--- src/rtl/mab_pkg.sv ---
package mab_pkg;
  typedef enum logic [1:0] {
    PH_IDLE = 2'd0,
    PH_ROW  = 2'd1,
    PH_COL  = 2'd2,
    PH_DATA = 2'd3
  } phase_e;

  localparam int PH_N = 4;
endpackage

--- src/rtl/mab_src.sv ---
module mab_src #(
  parameter int BYTE_W = 8,
  parameter int PAGE_W = 16
) (
  input  logic                    sel_pc,
  input  logic [BYTE_W-1:0]       hi_b,
  input  logic [BYTE_W-1:0]       mid_b,
  input  logic [BYTE_W-1:0]       lo_b,
  input  logic [PAGE_W-1:0]       page,
  input  logic [3*BYTE_W-PAGE_W-1:0] disp,
  output logic [3*BYTE_W-1:0]     word
);
  localparam int ADDR_W = 3 * BYTE_W;
  localparam int DISP_W = ADDR_W - PAGE_W;

  logic [ADDR_W-1:0] data_word;
  logic [ADDR_W-1:0] fetch_word;
  logic              unused_disp_lsb;

  // Fetches read double words: the displacement's lowest bit never leaves.
  assign unused_disp_lsb = disp[0];
  assign data_word  = {hi_b, mid_b, lo_b};
  assign fetch_word = {page, disp[DISP_W-1:1], 1'b0};

  always_comb begin
    if (sel_pc) word = fetch_word;
    else        word = data_word;
  end
endmodule

--- src/rtl/mab_perm.sv ---
module mab_perm #(
  parameter int ADDR_W = 24,
  parameter int BUS_W  = 16,
  parameter int ROW_W  = 9,
  parameter int CS_W   = 3
) (
  input  logic [ADDR_W-1:0] word,
  output logic [BUS_W-1:0]  row_word,
  output logic [BUS_W-1:0]  col_word
);
  localparam int LOW_W    = ROW_W - 1;          // row/col bits below the nibble bit
  localparam int ROW_BASE = 2;                  // W[1:0] pick the nibble
  localparam int COL_BASE = ROW_BASE + LOW_W;
  localparam int CS_BASE  = COL_BASE + LOW_W;
  localparam int BANK_BIT = CS_BASE + CS_W;
  localparam int CS_POS   = BUS_W - 1 - CS_W;   // lowest bus bit of chip select
  localparam int GAP_LO   = LOW_W + 2;
  localparam int GAP_W    = CS_POS - GAP_LO;

  logic unused_top;
  assign unused_top = ^word[ADDR_W-1:BANK_BIT+1];

  genvar gi;
  generate
    for (gi = 0; gi < LOW_W; gi++) begin : g_low
      assign row_word[gi] = word[ROW_BASE + gi];
      assign col_word[gi] = word[COL_BASE + gi];
    end
    for (gi = 0; gi < CS_W; gi++) begin : g_cs
      assign row_word[CS_POS + gi] = word[CS_BASE + gi];
    end
    if (GAP_W > 0) begin : g_gap
      assign row_word[GAP_LO +: GAP_W] = '0;
    end
  endgenerate

  // Nibble index {col8,row8} = W[1:0]; col8 rides early and is held by the receiver.
  assign row_word[LOW_W]     = word[0];
  assign row_word[LOW_W + 1] = word[1];
  assign row_word[BUS_W-1]   = word[BANK_BIT];
  assign col_word[BUS_W-1:LOW_W] = '0;
endmodule

--- src/rtl/mab_seq.sv ---
module mab_seq
  import mab_pkg::*;
(
  input  logic                clk,
  input  logic                rst_n,
  input  logic                req_valid,
  output logic                ready,
  output logic                accept,
  output phase_e              phase,
  output logic [PH_N-1:0]     phase_oh
);
  phase_e phase_q, phase_d;

  assign ready  = (phase_q == PH_IDLE) || (phase_q == PH_DATA);
  assign accept = req_valid && ready;
  assign phase  = phase_q;

  always_comb begin
    phase_d = phase_q;
    case (phase_q)
      PH_IDLE: if (accept) phase_d = PH_ROW;
      PH_ROW:  phase_d = PH_COL;
      PH_COL:  phase_d = PH_DATA;
      PH_DATA: phase_d = accept ? PH_ROW : PH_IDLE;
      default: phase_d = PH_IDLE;
    endcase
  end

  always_ff @(posedge clk or negedge rst_n) begin
    if (!rst_n) phase_q <= PH_IDLE;
    else        phase_q <= phase_d;
  end

  always_comb begin
    phase_oh = '0;
    case (phase_q)
      PH_IDLE: phase_oh[0] = 1'b1;
      PH_ROW:  phase_oh[1] = 1'b1;
      PH_COL:  phase_oh[2] = 1'b1;
      PH_DATA: phase_oh[3] = 1'b1;
      default: phase_oh    = '0;
    endcase
  end

  assert_phase_onehot_R2: assert property (@(posedge clk) disable iff (!rst_n)
    $countones(phase_oh) == 1);
  assert_row_then_col_R2: assert property (@(posedge clk) disable iff (!rst_n)
    phase_oh[1] |=> phase_oh[2]);
  assert_col_then_data_R2: assert property (@(posedge clk) disable iff (!rst_n)
    phase_oh[2] |=> phase_oh[3]);
  assert_idle_stays_R2: assert property (@(posedge clk) disable iff (!rst_n)
    (phase_oh[0] && !req_valid) |=> phase_oh[0]);
  assert_back_to_back_R10: assert property (@(posedge clk) disable iff (!rst_n)
    (phase_oh[3] && req_valid) |=> phase_oh[1]);
endmodule

--- src/rtl/mab_driver.sv ---
module mab_driver
  import mab_pkg::*;
#(
  parameter int BYTE_W = 8,
  parameter int PAGE_W = 16,
  parameter int BUS_W  = 16,
  parameter int ROW_W  = 9,
  parameter int CS_W   = 3
) (
  input  logic                         clk,
  input  logic                         rst_n,
  input  logic                         req_valid,
  output logic                         req_ready,
  input  logic                         req_sel_pc,
  input  logic                         req_write,
  input  logic [BYTE_W-1:0]            hi_byte,
  input  logic [BYTE_W-1:0]            mid_byte,
  input  logic [BYTE_W-1:0]            lo_byte,
  input  logic [PAGE_W-1:0]            pc_page,
  input  logic [3*BYTE_W-PAGE_W-1:0]   pc_disp,
  input  logic [BUS_W-1:0]             wr_data,
  output logic [BUS_W-1:0]             bus_out,
  output logic                         bus_oe,
  output logic [PH_N-1:0]              phase_oh
);
  localparam int ADDR_W = 3 * BYTE_W;

  // Reset: asserted at once, released after two clock edges.
  logic [1:0] rst_sync_q;
  logic       rst_int_n;

  always_ff @(posedge clk or negedge rst_n) begin
    if (!rst_n) rst_sync_q <= 2'b00;
    else        rst_sync_q <= {rst_sync_q[0], 1'b1};
  end
  assign rst_int_n = rst_sync_q[1];

  logic [ADDR_W-1:0] word;
  logic [BUS_W-1:0]  row_w, col_w;
  logic              accept;
  phase_e            phase;

  mab_src #(.BYTE_W(BYTE_W), .PAGE_W(PAGE_W)) u_src (
    .sel_pc (req_sel_pc),
    .hi_b   (hi_byte),
    .mid_b  (mid_byte),
    .lo_b   (lo_byte),
    .page   (pc_page),
    .disp   (pc_disp),
    .word   (word)
  );

  mab_perm #(.ADDR_W(ADDR_W), .BUS_W(BUS_W), .ROW_W(ROW_W), .CS_W(CS_W)) u_perm (
    .word     (word),
    .row_word (row_w),
    .col_word (col_w)
  );

  mab_seq u_seq (
    .clk       (clk),
    .rst_n     (rst_int_n),
    .req_valid (req_valid),
    .ready     (req_ready),
    .accept    (accept),
    .phase     (phase),
    .phase_oh  (phase_oh)
  );

  // Capture registers: next-state then register, loaded on accept.
  logic [BUS_W-1:0] row_q, row_d, col_q, col_d, wd_q, wd_d;
  logic             wr_q, wr_d;

  always_comb begin
    row_d = row_q;
    col_d = col_q;
    wd_d  = wd_q;
    wr_d  = wr_q;
    if (accept) begin
      row_d = row_w;
      col_d = col_w;
      wd_d  = wr_data;
      wr_d  = req_write;
    end
  end

  always_ff @(posedge clk or negedge rst_int_n) begin
    if (!rst_int_n) begin
      row_q <= '0;
      col_q <= '0;
      wd_q  <= '0;
      wr_q  <= 1'b0;
    end else begin
      row_q <= row_d;
      col_q <= col_d;
      wd_q  <= wd_d;
      wr_q  <= wr_d;
    end
  end

  always_comb begin
    bus_out = '0;
    bus_oe  = 1'b0;
    case (phase)
      PH_ROW:  begin bus_out = row_q; bus_oe = 1'b1; end
      PH_COL:  begin bus_out = col_q; bus_oe = 1'b1; end
      PH_DATA: begin
        bus_oe  = wr_q;
        bus_out = wr_q ? wd_q : '0;
      end
      default: begin bus_out = '0; bus_oe = 1'b0; end
    endcase
  end

  assert_addr_drive_R8: assert property (@(posedge clk) disable iff (!rst_int_n)
    (phase_oh[1] || phase_oh[2]) |-> bus_oe);
  assert_read_release_R8: assert property (@(posedge clk) disable iff (!rst_int_n)
    (phase_oh[2] && !wr_q) |=> (!bus_oe && bus_out == '0));
  assert_busy_not_ready_R9: assert property (@(posedge clk) disable iff (!rst_int_n)
    (phase_oh[1] || phase_oh[2]) |-> !req_ready);
  assert_addr_held_R9: assert property (@(posedge clk) disable iff (!rst_int_n)
    phase_oh[1] |=> ($stable(row_q) && $stable(col_q)));
  assert_wdata_held_R12: assert property (@(posedge clk) disable iff (!rst_int_n)
    !accept |=> $stable(wd_q));
  assert_idle_quiet_R1: assert property (@(posedge clk) disable iff (!rst_int_n)
    phase_oh[0] |-> (!bus_oe && bus_out == '0));
endmodule

--- config.mk ---
export PLATFORM = sky130hd
export DESIGN_NAME = mab_driver
export DESIGN_NICKNAME = d
export VERILOG_FILES = /design/src/rtl/mab_pkg.sv /design/src/rtl/mab_src.sv /design/src/rtl/mab_perm.sv /design/src/rtl/mab_seq.sv /design/src/rtl/mab_driver.sv
export SDC_FILE = /design/constraint.sdc
export NUM_CORES = 1
export LEC_CHECK = 0
export BUFFER_PORTS_ARGS = -buffer_cell sky130_fd_sc_hd__buf_2
export CAP_MARGIN = 15
export CORE_ASPECT_RATIO = 0.8
export CORE_UTILIZATION = 48
export CTS_CLUSTER_SIZE = 24
export DETAILED_ROUTE_END_ITERATION = 16
export PLACE_DENSITY = 0.88
export SETUP_SLACK_MARGIN = 0.02
export SYNTH_ARGS = -nofsm -noshare
export SYNTH_HDL_FRONTEND = slang
export SYNTH_SLANG_ARGS = --single-unit
--- constraint.sdc ---
create_clock -name clk -period 1.9 [get_ports clk]
set_clock_uncertainty 0.05 [all_clocks]
set_input_delay 0.19 -clock clk [delete_from_list [all_inputs] [get_ports clk]]
set_output_delay 0.19 -clock clk [all_outputs]
set_load 0.02 [all_outputs]
# --- Yosys cells after proc, flatten, opt, wreduce, memory -nomap -nowiden ---
# Index checks and enable logic that the tools add are counted.
word_totals:
  wordCells: 25
  output_inout_bits: 22
  reg_bits: 43
  in_bits: 69
op_classes:
  reduce_logical: 4
  n_mux: 11
  eq_ne: 4
ops:
  columns: ["op", "n"]
  rows:
  - ["$pmux 16 s3", 1]
  - ["$mux 22", 1]
  - ["$mux 16", 1]
  - ["$pmux 2 s4", 1]
  - ["$mux 1", 5]
  - ["$eq 2x2->1 const B", 2]
  - ["$eq 2x1->1 const B", 1]
  - ["$logic_not 2->1", 1]
  - ["$mux 2", 1]
  - ["$ne 2x1->1 const B", 1]
  - ["$pmux 1 s2", 1]
  - ["$reduce_or 2->1", 1]
  - ["$logic_and 1x1->1", 1]
  - ["$logic_or 1x1->1", 1]

# --- Depth between registers and ports, before layout ---
# Gate-level depths: netlist of the first run.
depth:
  ltp_word: 5
  mapped_depth: 7
  depth_no_buf: 5

# --- Hierarchy ---
# Synthesis of the first run repeated with hierarchy kept, for this count alone.
unflattened:
  cells_unflattened: 248
  hier_area_um2: 3121.7
by_module_without_submodules:
  columns: ["module", "area_each_um2", "instances", "cells_each", "seq_area_each_um2"]
  rows:
  - ["mab_driver", 2326.0, 1, 173, 1276.2]
  - ["mab_src", 387.9, 1, 27, 0.0]
  - ["mab_perm", 244.0, 1, 33, 0.0]
  - ["mab_seq", 163.9, 1, 15, 50.0]

# --- Worst setup path after synthesis of the first run ---
# Ideal clock, no wire load.
synth_timing:
  path_kind: "register -> output"
  start: "reg u_seq.phase_q[0] (netlist: u_seq.phase[0])"
  end: "out bus_out[1]"
  path_slack_ps: -2
  path_buffers: 1
  arrival_time_ps: 1662
  path_stages_with_launch: 6
  path_cell_list: "dfrtp_1 > inv_1 > ha_1 > clkbuf_1 > a22oi_1 > o2bb2ai_1"
synth_via:
  elab_chain_len: 2
  elab_cells_between_ends: 4
synth_rtl:
  columns: ["item", "line", "rtl"]
  rows:
  - ["start, declared", "mab_seq.sv:12", "phase_e phase_q, phase_d;"]
  - ["start signal, assigned", "mab_seq.sv:31", "else phase_q <= phase_d;"]
  - ["$eq 2x2->1 or $eq 2x1->1 (tied branches)", "mab_driver.sv:103", "case (phase)"]
  - ["$pmux 16 s3 (*)", "mab_driver.sv:103", null]
  - ["end, declared", "mab_driver.sv:22", "output logic [BUS_W-1:0] bus_out,"]
# Mark *: on every way between the ends. The rest lies on a longest branch, timed or not.

# --- Worst setup path after layout of the first run ---
layout_timing:
  start: "reg u_seq.phase_q[1] (netlist: u_seq.phase[1])"
  end: "out bus_out[0]"
# The elaborated chain is that of the path after synthesis.

==> results of run 1 <==
[critical path, cell delays in order, from the launching register on]
cell and delay (ns):
dfrtp_2 0.45, inv_4 0.11, ha_4 0.17, buf_6 0.14
a22oi_1 0.08, o2bb2ai_1 0.24, buf_4 0.19
[power by group through the flow]
stage / Sequential (W) / Combinational [W] / Clock, W
2_1_floorplan: 0.00157 / 0.00186 / 0
3_3_place_gp: 0.00161 / 0.00244 / 0
3_5_place_dp: 0.00163 / 0.00250 / 0
4_1_cts: 0.00163 / 0.00263 / 0.000640
5_1_grt: 0.00173 / 0.00316 / 0.000682
6_report: 0.00167 / 0.00293 / 0.000629
[placed cells by master, fill, tap and decap left out]
| cell type | synthesis | final |
|---|---|---|
| clkinvlp_4 | 0 | 1 |
| mux2i_1 | 21 | 21 |
| nand2_4 | 0 | 1 |
| nor2_4 | 0 | 1 |
| nor3b_2 | 0 | 1 |
| ha_4 | 0 | 4 |
| a22oi_2 | 0 | 6 |
| o2bb2ai_2 | 0 | 3 |
| dfrtp_2 | 0 | 2 |
| inv_2 | 0 | 1 |
| conb_1 | 1 | 1 |
| o21ai_0 | 22 | 22 |
| and3_1 | 1 | 1 |
| a21oi_1 | 3 | 3 |
| mux2_4 | 15 | 15 |
| nand2b_2 | 0 | 1 |
| o2bb2ai_1 | 8 | 5 |
| buf_2 | 6 | 76 |
| nand2b_1 | 2 | 1 |
| ha_1 | 6 | 2 |
| dfrtp_1 | 43 | 41 |
| buf_6 | 3 | 5 |
| a22oi_1 | 8 | 2 |
| nand3_1 | 1 | 1 |
| mux2_2 | 2 | 2 |
| inv_1 | 4 | 2 |
| buf_4 | 3 | 14 |
| nand2_1 | 23 | 22 |
| nor4_1 | 1 | 1 |
| a22o_1 | 6 | 6 |
| inv_4 | 0 | 1 |
| a2111oi_4 | 1 | 1 |
| and2_1 | 1 | 1 |
| dlygate4sd3_1 | 0 | 1 |
| clkbuf_8 | 0 | 7 |
| buf_12 | 0 | 2 |
| nor2b_4 | 0 | 1 |
[state kept, by name, summed over array words and instances, names as in the netlist]
name,count
wd_q,16
wr_q,1
rst_sync_q,2
col_q,8
row_q,14
u_seq.phase,2
[cell families after synthesis]
| group | after synthesis | synth area share |
|---|---|---|
| AOI/OAI and AO/OA | 48 | 0.152 |
| DFF | 43 | 0.489 |
| muxes | 38 | 0.208 |
| and+or+nand+nor | 32 | 0.0649 |
| buffers and inverters | 18 | 0.0495 |
| adders and majority gates | 6 | 0.0341 |
| other | 1 | 0.00170 |
[area by class of cell]
class                           instances  area (sq um)
Inverter                                4          17.5
Sequential cell                        43          1080
Clock buffer                            7          96.3
Tap cell                               57          71.3
Clock inverter                          1          7.51
Multi-Input combinational cell        125          1140
Timing Repair Buffer                   98           592
Fill cell                             311          1280
[stage by stage]
step	TNS [ns]	utilization	instances	worst slack [ns]	area [sq um]
2_1_floorplan	0	-	186	0.0330	2210
3_3_place_gp	0	0.632	323	0.124	2710
3_5_place_dp	0	0.632	323	0.0700	2710
4_1_cts	-0.0208	0.671	332	-0.00982	2870
5_1_grt	-0.0253	0.701	335	-0.0105	3000
6_report	-0.0111	0.701	335	-0.0111	3000
[per-layer routing]
metal  up-vias  global-route usage  share of wire
met5         -                   0              0
met4         0              0.0637          0.016
met3         8              0.0555          0.057
met2        68               0.382           0.50
met1       830               0.269           0.43
li1        843                   -              -
[timing repair]
item                                    4_1_cts  5_1_grt
endpoints found under the setup margin       15       25
pin swaps                                     2        2
gates resized for setup                      17       26
hold buffers                                  1        0
cloned                                        0        1
buffers inserted                              0        2
endpoints found under the hold margin         2        0
[worst min path at each step]
stage / start / depth (start not counted) / slack (ns) / end
CTS: wr_data[3] / 2 / 0.07 / wd_q[3]$_DFFE_PN0P_
floorplan: rst_n / 0 / -0.16 / rst_sync_q[0]$_DFF_PN0_
global placement: rst_n / 1 / -0.07 / rst_sync_q[0]$_DFF_PN0_
finish: wr_data[3] / 2 / 0.07 / wd_q[3]$_DFFE_PN0P_
detailed placement: rst_n / 1 / -0.07 / rst_sync_q[0]$_DFF_PN0_
global route: wr_data[3] / 2 / 0.07 / wd_q[3]$_DFFE_PN0P_
==> metrics.cfg, run 1 <==
[status]
status = finished with violations
violations = setup timing

[critical_path]
r2r_start = u_seq.phase[0]$_DFFE_PN0P_
cp-start-kind = flop
endpoint = bus_out[0]
cp_max_fo = 5
crit_arrival_ns = 1.67
r2r_cells = 5
reg2reg_to = wd_q[13]$_DFFE_PN0P_
crit_path_start = u_seq.phase[1]$_DFFE_PN0P_
crit_type = reg -> out
required_ns = 1.66
end_kind = output port
rrSetupSlack_ns = 0.12

[placed_design]
buffer_ports.inserted = 85
gp_congestion = 0.827
hpwl_mm = 3.61

[yosys]
synth_top_area_frac = 0.489
netlist_top_cells_count = 43 x dfrtp_1, 23 x nand2_1, 22 x o21ai_0
syn_area_per_cell_sq_um = 11.8
synthTopCellsByArea = dfrtp_1 49%, mux2_4 10%, mux2i_1 9.6%
yosysSeqAreaShare = 0.489
syn-num-nets = 261
synth_cell_types = 26
synth_most_common_cell = dfrtp_1
synth_ff_type = dfrtp_1
yosysWarnings = 0
synth_area_sq_um = 2200
synth-seq-cells = 43
syn_inst = 186
synthArstFlopShare = 1.00
yosysTopAreaCell = dfrtp_1
synth_edf_count = 0

[clock_network]
clockBufferDepth = 2
cts-root-buf = clkbuf_8
cts_sinks = 43
cts_inserted_buffers = 5
path_clk_slew_ns = 0.08
cts_tree = built
clk_latency_ns = 0.29
h-tree-depth = 2

[pwr]
clockPowerShare = 0.120
leakage_nw = 1.52
p_sw_frac = 0.405
seq_power_share = 0.320
ir_worst_vdd_v = 0.00119
combPwrFrac = 0.560
power.density_nw_per_um2 = 1740
switching_power_w = 0.00212
p_total_w = 0.00524
internal-power_w = 0.00311

[drt]
drt_first_pass_iters = 4
wl_per_cell_microns = 15.7
drt.antenna.violating_nets = 0
vias = 1749
drt_wl_total_mm = 5.25
remaining_drc_errors = 0
drt_iter0_drc = 51
avgViaCountPerCell = 5.22

[timing]
final-setup-viol-count = 1
hold_ws_ns = 0.0700
fin_ws_ns = -0.0111
drv_slew = 0
worst_pin_slew_ns = 0.624
max_slew_margin = 0.584
clock.fmax_ghz = 0.523
fin_crit_sh = 1.01
rsz0062_at_grt = true
fin_crit_ns = 1.91
hold_violations = 0

[die]
dieArea_sq_um = 4860
io_pins = 91
rows = 21
initial_core_util = 0.514
core_area_sq_um = 4280
die_y_microns = 62.5
die_w_microns = 77.7

[finish]
drive_gt1_frac = 0.522
fin_nets = 352
num_antenna_cells = 0
areaGrowthSynthToFinish_pct = 36.6

[global_routing]
grtUsageTotal = 0.220
grt_antenna_before_repair = 0
overflow = 0
grt_pass1_wl_mm = 8.24
grt_pass1_vias = 1794
grt_max_degree = 36

[min_path]
hold_class = in -> reg

[job]
cap_violations = 0

Note: power is estimated with default switching activity, not from simulation.
==> run 2, diff against run 1 <==
Clock period 1.9 ns to 2.17 ns, I/O delays scaled along.
==> run 2 against run 1 <==
  * Flip-flop and latch count stayed put
  * Critical path depth is 1 lower
  * Clock-buffer cell count is 2 lower
  * Worst setup slack better by 0.17 ns
  * Sequential share of layout area is 3.1 points higher
  * Clock power is 24% lower
  * Sequential power is 14% lower
  * Power is 23% lower
  * The flow now finishes without violations
  * Cell area is 8.0% lower
==> metrics.cfg, run 2 (same netlist as run 1, synthesis figures left out) <==
[status]
status = complete, no violations

[placed_design]
gp_congestion = 0.792
dp.cells = 320
buffer_ports.inserted = 85
hpwl_mm = 3.61
dp_slack_ns = 0.313
placedInstanceArea_sq_um = 2660

[drt]
drt_first_pass_iters = 4
drt_wl_total_mm = 4.78
drt_iter0_drc = 63
avgViaCountPerCell = 5.08
vias = 1670
remaining_drc_errors = 0
drt.antenna.violating_nets = 0
wl_per_cell_microns = 14.5

[global_routing]
grt_pass1_wl_mm = 7.92
grt_antenna_before_repair = 0
grtUsageTotal = 0.212
overflow = 0
grt_pass1_vias = 1744
grt_max_degree = 42

[finish]
num_antenna_cells = 0
registers.top_by_ff_count = wd_q
final_area_sq_um = 2760
drive_gt1_frac = 0.449
regArea_sq_um = 1080
final_common_cell = buf_2
largest_register_ffs = 16
multi_input_area_sq_um = 1020
n_fill_cell = 340
areaGrowthSynthToFinish_pct = 25.6
reg.largest.list = wd_q (16), row_q (14), col_q (8)
stdcell_count = 329
mostFrequentLayoutCells = 85 x buf_2, 42 x dfrtp_1, 23 x nand2_1
fin_nets = 346
final_util = 0.645

[timing]
worst_pin_slew_ns = 0.877
hold_violations = 0
drv_slew = 0
clock.fmax_ghz = 0.497
fin_crit_sh = 0.928
max_slew_margin = 0.415
fin_ws_ns = 0.157
final-setup-viol-count = 0
fin_crit_ns = 2.01
fin_setup_tns_ns = 0
rsz0062_at_grt = false

[min_path]
hp-start = wr_data[7]
whs_path_depth = 2
hold_path_end = wd_q[7]$_DFFE_PN0P_
hold_class = in -> reg

[clock_network]
path_clk_slew_ns = 0.08
cts_tree = built
clk_latency_ns = 0.28
h-tree-depth = 2
cts_inserted_buffers = 5
cts_setup_buffers = 0
cts-root-buf = clkbuf_8
cts_sinks = 43
clockBufferDepth = 2

[critical_path]
required_ns = 1.90
cp_max_fo = 11
cpLargestDelayFamily = flip-flops
slowest_delay_ns = 0.42
crit_type = reg -> out
r2r_cells = 5
crit_buf_inv = 2
end_kind = output port
reg2reg_to = wd_q[1]$_DFFE_PN0P_
crit_path_start = u_seq.phase[0]$_DFFE_PN0P_
crit_slowest_cell = dfrtp_1
crit_chain = inv_1 -> ha_2 -> a22oi_1 -> o2bb2ai_1 -> buf_2
rrSetupSlack_ns = 0.31
crit_arrival_ns = 1.75
cp-start-kind = flop
r2r_start = u_seq.phase[0]$_DFFE_PN0P_

[die]
initial_core_util = 0.514
io_pins = 91
die_y_microns = 62.5
die_w_microns = 77.7
dieArea_sq_um = 4860
rows = 21
core_area_sq_um = 4280

[pwr]
ir_worst_vdd_v = 0.000845
power.density_nw_per_um2 = 1460
seq_power_share = 0.355
p_sw_frac = 0.409
combPwrFrac = 0.525
clockPowerShare = 0.120
leakage_nw = 1.46
internal-power_w = 0.00238
switching_power_w = 0.00164

[job]
cap_violations = 0

run 2: cell types whose count changed in the layout (fill, tap and decap cells not counted), moves of 3 or more:
cell and delta:
buf_4 -9, ha_4 -4, a22oi_1 +6, o2bb2ai_1 +3
clkinv_2 +3, buf_6 -5, o2bb2ai_2 -3, buf_2 +9
ha_1 +3, a22oi_2 -6
run 2: cell type report:
type,instances,share of cell area
flip-flops and latches,43,0.390
clock inverters,3,0.00543
clock buffers,5,0.0249
multi-input cells,125,0.370
repair buffers,92,0.178
inverters,4,0.00543
well taps,57,0.0258
run 2: how the worst max path moves through the flow:
stage	cells after the start	to
detailed placement	5	bus_out[1]
global placement	5	bus_out[1]
CTS	5	bus_out[9]
global route	5	bus_out[1]
finish	5	bus_out[1]
floorplan	5	bus_out[1]
run 2: power groups by stage:
| stage | clock [W] | combinational (W) | sequential (W) |
|---|---|---|---|
| floorplan | 0 | 0.00162 | 0.00137 |
| global placement | 0 | 0.00205 | 0.00141 |
| detailed placement | 0 | 0.00212 | 0.00144 |
| CTS | 0.000490 | 0.00212 | 0.00143 |
| global route | 0.000527 | 0.00231 | 0.00148 |
| finish | 0.000481 | 0.00211 | 0.00143 |
run 2: worst register-to-register path, delay by kind of cell, from the launching register on:
kind                       cells  cell delay [ns]
DFF                            1             0.40
buffers and inverters          2             0.40
muxes                          1             0.37
adders and majority gates      1             0.34
and+or+nand+nor                1             0.21
run 2: layer usage:
layer	up-vias	GRT usage	part of all wire
li1	833	-	-
met1	776	0.258	0.44
met2	59	0.371	0.49
met3	2	0.0628	0.067
met4	0	0.0495	0.0029
met5	-	0	0
run 2: metrics by stage:
| stage | power, W | hold slack (ns) |
|---|---|---|
| 5_1_grt | 0.00432 | 0.0869 |
| 2_1_floorplan | 0.00299 | -0.129 |
| 4_1_cts | 0.00404 | 0.0955 |
| 3_5_place_dp | 0.00356 | -0.0433 |
| 3_3_place_gp | 0.00346 | -0.0460 |
| 6_report | 0.00402 | 0.102 |
run 2: timing repair:
item                                    4_1_cts  5_1_grt
hold buffers                                  1        0
endpoints found under the hold margin         2        0
endpoints found under the setup margin        1        6
resized for setup                             1        1
==> run 3, diff against run 2 <==
Settings changed: CORE_ASPECT_RATIO 0.8 to default.
==> run 3 against run 2 <==
  * Utilization down 0.15 points
  * Final cell count down 1.8%
  * Wire length fell by 1.4%
  * Clock-buffer cell count increased by 1
  * Largest power group unchanged
  * Worst setup slack got worse by 0.029 ns
  * Critical path type unchanged
  * Maximum frequency is 1.4% lower
  * Critical endpoint is now bus_out[5]
  * Via count grew 1.3%
==> metrics.cfg, run 3 (same netlist as run 1, synthesis figures left out) <==
[timing]
final-setup-viol-count = 0
clock.fmax_ghz = 0.490
fin_setup_tns_ns = 0
hold_ws_ns = 0.0956
max_slew_margin = 0.409
fin_crit_ns = 2.04
worst_pin_slew_ns = 0.887
fin_ws_ns = 0.127
hold_violations = 0
fin_crit_sh = 0.941
drv_slew = 0
rsz0062_at_grt = true

[clock_network]
cts_inserted_buffers = 5
clk_latency_ns = 0.30
cts-root-buf = clkbuf_8
h-tree-depth = 2
path_clk_slew_ns = 0.09
cts_sinks = 43
cts_setup_buffers = 0
clockBufferDepth = 2
cts_tree = built

[critical_path]
r2r_cells = 5
crit_arrival_ns = 1.78
required_ns = 1.90
crit_slowest_cell = dfrtp_1
cp-start-kind = flop
crit_cells = 6
crit_buf_inv = 2
crit_chain = ha_1 -> nand2_1 -> nor2_4 -> buf_12 -> o2bb2ai_1 -> buf_2
cp_max_fo = 11
slowest_delay_ns = 0.41
crit_type = reg -> out
cpLargestDelayFamily = flip-flops
end_kind = output port

[die]
core_area_sq_um = 4380
dieArea_sq_um = 4860
initial_core_util = 0.502
die_y_microns = 69.7
io_pins = 91
rows = 24
die_w_microns = 69.7

[status]
status = complete, no violations

[pwr]
clockPowerShare = 0.153
p_total_w = 0.00426
power.density_nw_per_um2 = 1510
internal-power_w = 0.00258
leakage_nw = 1.47
combPwrFrac = 0.511
ir_worst_vdd_v = 0.000794
switching_power_w = 0.00168
seq_power_share = 0.335
p_sw_frac = 0.394

[finish]
fin_nets = 345
largest_register_ffs = 16
n_fill_cell = 350
multi_input_area_sq_um = 1040
areaGrowthSynthToFinish_pct = 28.3
final_common_cell = buf_2
registers.top_by_ff_count = wd_q
regArea_sq_um = 1080
mostFrequentLayoutCells = 85 x buf_2, 42 x dfrtp_1, 23 x nand2_1
reg.largest.list = wd_q (16), row_q (14), col_q (8)
num_antenna_cells = 0
drive_gt1_frac = 0.450
stdcell_count = 323

[job]
cap_violations = 0

[global_routing]
overflow = 0
grt_antenna_before_repair = 0
grt_pass1_vias = 1781
grt_max_degree = 51
grtUsageTotal = 0.214
grt_pass1_wl_mm = 8.07

[min_path]
whs_path_depth = 2
hold_class = in -> reg

[placed_design]
dp.cells = 314
buffer_ports.inserted = 85
hpwl_mm = 3.43
gp_congestion = 0.794
dp_slack_ns = 0.184

[drt]
drt_first_pass_iters = 4
drt_wl_total_mm = 4.71
drt.antenna.violating_nets = 0
avgViaCountPerCell = 5.24
vias = 1692
wl_per_cell_microns = 14.6
drt_iter0_drc = 101
remaining_drc_errors = 0

run 3: power groups by stage:
stage | combinational [W] | sequential, W | clock (W)
final | 0.00218 | 0.00143 | 0.000655
after global routing | 0.00240 | 0.00148 | 0.000702
after global placement | 0.00206 | 0.00142 | 0
after detailed placement | 0.00212 | 0.00145 | 0
after CTS | 0.00215 | 0.00143 | 0.000666
after floorplan | 0.00162 | 0.00137 | 0
run 3: final cells by class:
cell class              count  area share
clock buffers               6      0.0293
clock inverters             2      0.0137
inverters                   4     0.00532
multi-input cells         125       0.370
flip-flops and latches     43       0.382
well taps                  52      0.0231
repair buffers             91       0.176
run 3: metrics by stage:
stage           util  cell area [sq um]
6_report       0.644               2820
5_1_grt        0.644               2820
4_1_cts        0.640               2800
3_5_place_dp   0.607               2660
3_3_place_gp   0.607               2660
2_1_floorplan      -               2200
run 3: final timing paths:
check	start	to	slack (ns)
min	wr_data[12]	wd_q[12]$_DFFE_PN0P_	0.1
max in group asynchronous	rst_sync_q[1]$_DFF_PN0_	col_q[1]$_DFFE_PN0P_	1.16
max	u_seq.phase[1]$_DFFE_PN0P_	bus_out[5]	0.13
min reg2reg	rst_sync_q[0]$_DFF_PN0_	rst_sync_q[1]$_DFF_PN0_	0.31
min in group asynchronous	rst_n	rst_sync_q[1]$_DFF_PN0_	0.16
max reg2reg	u_seq.phase[0]$_DFFE_PN0P_	wd_q[4]$_DFFE_PN0P_	0.35
run 3: repair_timing:
item,in CTS,in global routing
pin swaps,0,1
hold buffers,1,0
gates resized for setup,3,3
hold endpoints to repair,2,0
endpoints found under the setup margin,11,15
gates cloned,0,0
run 3: worst register-to-register path, delay by kind of cell, from the launching register on:
family        cells  cell delay [ns]
buf+inv           2             0.41
mux               1             0.34
simple gates      1             0.25
flops             1             0.42
fa+ha+maj         1             0.24
run 3: per-layer routing:
| metal | part of all wire | track usage | up-vias |
|---|---|---|---|
| met5 | 0 | 0 | - |
| li1 | - | - | 826 |
| met3 | 0.057 | 0.0538 | 5 |
| met2 | 0.49 | 0.366 | 64 |
| met4 | 0.011 | 0.0711 | 0 |
| met1 | 0.44 | 0.265 | 797 |
